--- config.mk ---
export PLATFORM = sky130hd
export DESIGN_NAME = dimm_pair_resolver
export DESIGN_NICKNAME = d
export VERILOG_FILES = /design/src/rtl/dpr_pkg.sv /design/src/rtl/dpr_presence.sv /design/src/rtl/dpr_wide_pick.sv /design/src/rtl/dpr_symbol_pick.sv /design/src/rtl/dimm_pair_resolver.sv
export SDC_FILE = /design/constraint.sdc
export NUM_CORES = 1
export LEC_CHECK = 0
export BUFFER_PORTS_ARGS = -buffer_cell sky130_fd_sc_hd__buf_4
export CORE_MARGIN = 3
export CORE_UTILIZATION = 23
export DETAILED_ROUTE_END_ITERATION = 10
export PLACE_DENSITY = 0.87
export SETUP_SLACK_MARGIN = 0.02
export SLEW_MARGIN = 25
export SYNTH_ARGS = -nofsm -noshare
export SYNTH_HDL_FRONTEND = slang
export SYNTH_SLANG_ARGS = --single-unit
--- constraint.sdc ---
create_clock -name clk_i -period 1 [get_ports clk_i]
set_clock_uncertainty 0.2 [all_clocks]
set_input_delay 0.2 -clock clk_i [delete_from_list [all_inputs] [get_ports clk_i]]
set_output_delay 0.2 -clock clk_i [all_outputs]
set_load 0.02 [all_outputs]
--- src/rtl/dpr_pkg.sv ---
`timescale 1ns/1ps
package dpr_pkg;
  typedef enum logic [1:0] {
    SEL_NONE = 2'b00,
    SEL_LO   = 2'b01,
    SEL_HI   = 2'b10,
    SEL_BOTH = 2'b11
  } dimm_sel_e;

  typedef struct packed {
    logic [1:0] sel;
    logic       no_dimm;
    logic       insuff;
    logic       synd_inv;
  } verdict_t;
endpackage

--- src/rtl/dpr_presence.sv ---
`timescale 1ns/1ps
module dpr_presence #(
  parameter int ID_W     = 4,
  parameter int N_SLOTS  = 2,
  localparam int CNT_W   = $clog2(N_SLOTS + 1)
) (
  input  logic [N_SLOTS-1:0][ID_W-1:0] ids_i,
  output logic [CNT_W-1:0]             count_o
);
  localparam logic [ID_W-1:0] EMPTY_ID = '1;

  logic [N_SLOTS-1:0] present;

  for (genvar g = 0; g < N_SLOTS; g++) begin : g_slot
    assign present[g] = (ids_i[g] != EMPTY_ID);
  end

  always_comb begin
    count_o = '0;
    for (int i = 0; i < N_SLOTS; i++) count_o = count_o + CNT_W'(present[i]);
  end
endmodule

--- src/rtl/dpr_wide_pick.sv ---
`timescale 1ns/1ps
module dpr_wide_pick
  import dpr_pkg::*;
#(
  parameter int LSB_W   = 6,
  parameter int SEL_BIT = 3
) (
  input  logic             addr_bit_i,
  input  logic [LSB_W-1:0] valid_lo_i,
  output logic [1:0]       sel_o,
  output logic             insuff_o
);
  localparam logic [LSB_W-1:0] SEL_BIT_L = LSB_W'(SEL_BIT);

  // halves are ECC-checked independently, so any error resolves if bit is known
  always_comb begin
    insuff_o = (valid_lo_i > SEL_BIT_L);
    if (insuff_o)        sel_o = SEL_NONE;
    else if (addr_bit_i) sel_o = SEL_HI;
    else                 sel_o = SEL_LO;
  end
endmodule

--- src/rtl/dpr_symbol_pick.sv ---
`timescale 1ns/1ps
module dpr_symbol_pick
  import dpr_pkg::*;
#(
  parameter int HI_W      = 7,
  parameter int DATA_TOP  = 63,
  parameter int CHECK_TOP = 7
) (
  input  logic            correctable_i,
  input  logic            sym_valid_i,
  input  logic            is_check_i,
  input  logic [HI_W-1:0] hi_i,
  output logic [1:0]      sel_o,
  output logic            synd_inv_o
);
  localparam logic [HI_W-1:0] DATA_TOP_L  = HI_W'(DATA_TOP);
  localparam logic [HI_W-1:0] CHECK_TOP_L = HI_W'(CHECK_TOP);

  logic in_low_half;

  assign in_low_half = is_check_i ? (hi_i <= CHECK_TOP_L) : (hi_i <= DATA_TOP_L);

  always_comb begin
    synd_inv_o = 1'b0;
    if (!correctable_i) begin
      sel_o = SEL_BOTH;
    end else if (!sym_valid_i) begin
      sel_o      = SEL_NONE;
      synd_inv_o = 1'b1;
    end else begin
      sel_o = in_low_half ? SEL_LO : SEL_HI;
    end
  end
endmodule

--- src/rtl/dimm_pair_resolver.sv ---
`timescale 1ns/1ps
module dimm_pair_resolver
  import dpr_pkg::*;
#(
  parameter int ID_W      = 4,
  parameter int ADDR_W    = 40,
  parameter int LSB_W     = 6,
  parameter int HI_W      = 7,
  parameter int SEL_BIT   = 3,
  parameter int DATA_TOP  = 63,
  parameter int CHECK_TOP = 7
) (
  input  logic              clk_i,
  input  logic              rst_ni,
  input  logic              req_i,
  input  logic [ID_W-1:0]   dimm1_id_i,
  input  logic [ID_W-1:0]   dimm2_id_i,
  input  logic [ADDR_W-1:0] err_addr_i,
  input  logic [LSB_W-1:0]  valid_lo_i,
  input  logic              ecc_mode_i,
  input  logic              correctable_i,
  input  logic              sym_valid_i,
  input  logic              sym_is_check_i,
  input  logic [HI_W-1:0]   sym_hi_i,
  output logic              valid_o,
  output logic [1:0]        dimm_sel_o,
  output logic              no_dimm_o,
  output logic              insuff_res_o,
  output logic              synd_inv_o
);
  localparam int N_SLOTS = 2;
  localparam int CNT_W   = $clog2(N_SLOTS + 1);

  logic [CNT_W-1:0] n_present;
  logic [1:0]       wide_sel, sym_sel;
  logic             wide_insuff, sym_inv;
  verdict_t         next_v, cur_v;

  dpr_presence #(.ID_W(ID_W), .N_SLOTS(N_SLOTS)) u_presence (
    .ids_i   ({dimm2_id_i, dimm1_id_i}),
    .count_o (n_present)
  );

  dpr_wide_pick #(.LSB_W(LSB_W), .SEL_BIT(SEL_BIT)) u_wide (
    .addr_bit_i (err_addr_i[SEL_BIT]),
    .valid_lo_i (valid_lo_i),
    .sel_o      (wide_sel),
    .insuff_o   (wide_insuff)
  );

  dpr_symbol_pick #(.HI_W(HI_W), .DATA_TOP(DATA_TOP), .CHECK_TOP(CHECK_TOP)) u_symbol (
    .correctable_i (correctable_i),
    .sym_valid_i   (sym_valid_i),
    .is_check_i    (sym_is_check_i),
    .hi_i          (sym_hi_i),
    .sel_o         (sym_sel),
    .synd_inv_o    (sym_inv)
  );

  always_comb begin
    next_v = '0;
    if (n_present == '0) begin
      next_v.no_dimm = 1'b1;
    end else if (n_present == CNT_W'(1)) begin
      next_v.sel = SEL_LO;
    end else if (!ecc_mode_i) begin
      next_v.sel    = wide_sel;
      next_v.insuff = wide_insuff;
    end else begin
      next_v.sel      = sym_sel;
      next_v.synd_inv = sym_inv;
    end
  end

  always_ff @(posedge clk_i or negedge rst_ni) begin
    if (!rst_ni) begin
      cur_v   <= '0;
      valid_o <= 1'b0;
    end else begin
      valid_o <= req_i;
      if (req_i) cur_v <= next_v;
    end
  end

  assign dimm_sel_o   = cur_v.sel;
  assign no_dimm_o    = cur_v.no_dimm;
  assign insuff_res_o = cur_v.insuff;
  assign synd_inv_o   = cur_v.synd_inv;

  a_r8_valid_follows_req: assert property (@(posedge clk_i) disable iff (!rst_ni)
    req_i |=> valid_o);
  a_r8_no_spurious_valid: assert property (@(posedge clk_i) disable iff (!rst_ni)
    !req_i |=> !valid_o);
  a_r8_hold_between: assert property (@(posedge clk_i) disable iff (!rst_ni)
    !req_i |=> ($stable(dimm_sel_o) && $stable(no_dimm_o) && $stable(insuff_res_o)
                && $stable(synd_inv_o)));
  a_r9_one_flag: assert property (@(posedge clk_i) disable iff (!rst_ni)
    $onehot0({no_dimm_o, insuff_res_o, synd_inv_o}));
  a_r9_sel_clear_on_flag: assert property (@(posedge clk_i) disable iff (!rst_ni)
    (no_dimm_o || insuff_res_o || synd_inv_o) |-> (dimm_sel_o == 2'b00));
  a_r1_empty_pair: assert property (@(posedge clk_i) disable iff (!rst_ni)
    (req_i && (&dimm1_id_i) && (&dimm2_id_i)) |=> no_dimm_o);
  a_r3_wide_never_both: assert property (@(posedge clk_i) disable iff (!rst_ni)
    (req_i && !ecc_mode_i) |=> (dimm_sel_o != 2'b11));
  a_r2_single_is_lo: assert property (@(posedge clk_i) disable iff (!rst_ni)
    (req_i && ((&dimm1_id_i) != (&dimm2_id_i))) |=> (dimm_sel_o == 2'b01));
endmodule

==> metrics.yaml <==
run_status:
  violations: "hold timing, setup timing"
  status: "complete, but fails checks"
sta:
  period_share_pct: 119
  finalMaxSlewViolations: 0
  period_needed_ns: 1.19
  maxSlewHeadroom_pct: 81.7
  worst_slack_ns: -0.191
  holdWs_ns: -0.0272
  final-setup-viol-count: 11
  worst_slew_pin_slew_ns: 0.272
  hold_viol: 1
  fmax_mhz: 840
  rsz0062_at_grt: "true"
clocking:
  cts_hold_buf: 2
  cts_tree: "built"
  clock_sinks: 6
  clock_latency_ns: 0.24
  clockBufferDepth: 2
  path_clk_slew_ns: 0.05
  cts_buffers: 3
  cts_root_buffer: "clkbuf_4"
  htreeDepth: 1
worst_setup_path:
  end_kind: "flop"
  path_delay_family: "adder cells"
  crit_buf_inv: 1
  worstPathMaxFanout: 2
  r2r_slack_ns: -0.07
  max_stage_delay_ns: 0.34
  arrival_ns: 1.13
  critPathSlowestCell: "ha_1"
  critPathKind: "primary input to flop"
  crit_chain: "buf_6 > nand4_1 > ha_1 > nor2_2 > o21ai_1 > o31ai_1"
  start_kind: "primary input"
  critPathRequiredTime_ns: 0.94
synth:
  synthesis.area_um2: 368
  syn_nets: 105
  ys_seq_elements: 6
  synth.distinct_cells: 18
  postSynthCellCount: 35
  yosys_warnings: 0
  syn_area_per_cell_um2: 10.5
  ys_seq_area_share_pct: 40.8
floorplanning:
  die_h_um: 46.0
  die_x_um: 46.0
  die-area_um2: 2120
  ios: 74
  fp.coreArea_um2: 1400
  start_util_pct: 26.3
  row_count: 13
job:
  cap_violations: 0
global_routing:
  grt_first_pass_wirelength_um: 1840
  antenna_found_initial: 0
  grt_max_degree: 10
  grt_usage_pct: 12.3
  grt_pass1_vias: 494
  overflow: 0
layout:
  final_common_cell: "buf_4"
  num_antenna_cells: 0
  final_layout_size_suffix_gt1_share_pct: 62.2
  final_cell_mix: "buf_4, buf_6, dfrtp_1"
  layout.nets: 146
  final_util_pct: 54.2
  syn_to_final_growth_pct: 106
min_path:
  min_path_type: "primary input to flop"
drt:
  drc_errors: 0
  ant_nets: 0
  wl_per_cell_um: 12.6
  first_iter_violations: 5
  vias: 438
  dr.pass1.iters: 4
  via_per_inst: 4.92
  drt_wl_total_um: 1120
pwr:
  p_leak_nw: 0.384
  pwr_density_cell_nw_per_um2: 992
  max-vdd-ir-drop_v: 0.000358
placed_design:
  post-place-ws_ns: -0.513
  port_buffers: 29
  routabilityCongestion: 0.760
-- final timing paths --
kind,depth (start not counted),start,to
max,6,dimm2_id_i[2],dimm_sel_o[1]$_DFFE_PN0P_
min,2,sym_valid_i,synd_inv_o$_DFFE_PN0P_
max reg2reg,2,no_dimm_o$_DFFE_PN0P_,no_dimm_o$_DFFE_PN0P_
min reg2reg,2,synd_inv_o$_DFFE_PN0P_,synd_inv_o$_DFFE_PN0P_
max in group asynchronous,2,rst_ni,valid_o$_DFF_PN0_
min in group asynchronous,2,rst_ni,synd_inv_o$_DFFE_PN0P_
-- layer usage --
metal  global-route usage (%)  part of all wire [%]  vias to the layer above
li1                         -                     -                      208
met1                     12.4                    36                      206
met2                     22.3                    54                       20
met3                        0                   6.6                        4
met4                     11.9                   3.2                        0
met5                        0                     0                        -
-- state kept, by name, summed over array words and instances (netlist names) --
signal and count:
dimm_sel_o 2, valid_o 1, no_dimm_o 1, insuff_res_o 1, synd_inv_o 1
-- synthesized netlist by cell type --
master    count  area share, %
dfrtp_1       6             41
inv_1         4            4.1
nand2b_1      3            5.1
ha_1          2            6.8
nand2_1       2            2.0
nand3_1       2            2.7
nand4_1       2            3.4
nor2_1        2            2.0
o31ai_1       2            4.1
o32ai_1       2            4.8
clkbuf_2      1            1.4
mux2_2        1            3.1
nand3b_1      1            2.0
nor3b_1       1            2.0
nor4_4        1            5.8
o21ai_0       1            1.4
o221ai_2      1            4.1
o311ai_2      1            4.4
-- worst reg2reg max path: stages (launching register included) --
cell and delay [ns]:
dfrtp_1 0.39, buf_6 0.12, mux2_2 0.25
-- report_power, final --
group          total (W)  switching [W]  internal (W)
combinational   0.000254      0.0000982      0.000156
clock           0.000225      0.0000892      0.000136
sequential      0.000273      0.0000114      0.000262
-- layout make-up --
| type | instances | area [µm²] |
|---|---|---|
| timing repair buffer | 37 | 334 |
| clock buffer | 3 | 22.5 |
| fill | 129 | 641 |
| inverter | 4 | 15.0 |
| sequential | 6 | 150 |
| multi-input combinational | 24 | 218 |
| tap | 15 | 18.8 |
-- cell families after synthesis --
family | share of synthesized area (%)
mux | 3.06
simple gates | 25.2
compound gates | 18.7
fa+ha+maj | 6.80
buf+inv | 5.44
flops | 40.8
-- metrics by stage --
step                cell area (µm²)  power (W)  hold slack, ns  setup TNS (ns)  instances
global placement                609   0.000465          -0.194           -1.75         79
global route                    758   0.000790         -0.0205           -2.20         89
floorplan                       370   0.000347          -0.296           -1.05         35
detailed placement              609   0.000471          -0.191           -1.94         79
finish                          758   0.000752         -0.0272           -1.68         89
CTS                             711   0.000743         -0.0369           -1.73         87
-- what timing repair did --
item,4_1_cts,5_1_grt
setup endpoints to repair,11,12
hold endpoints to repair,8,1
pin swaps,5,4
setup buffers,3,2
resized for setup,11,7
Power figures use the tool's default switching activity.
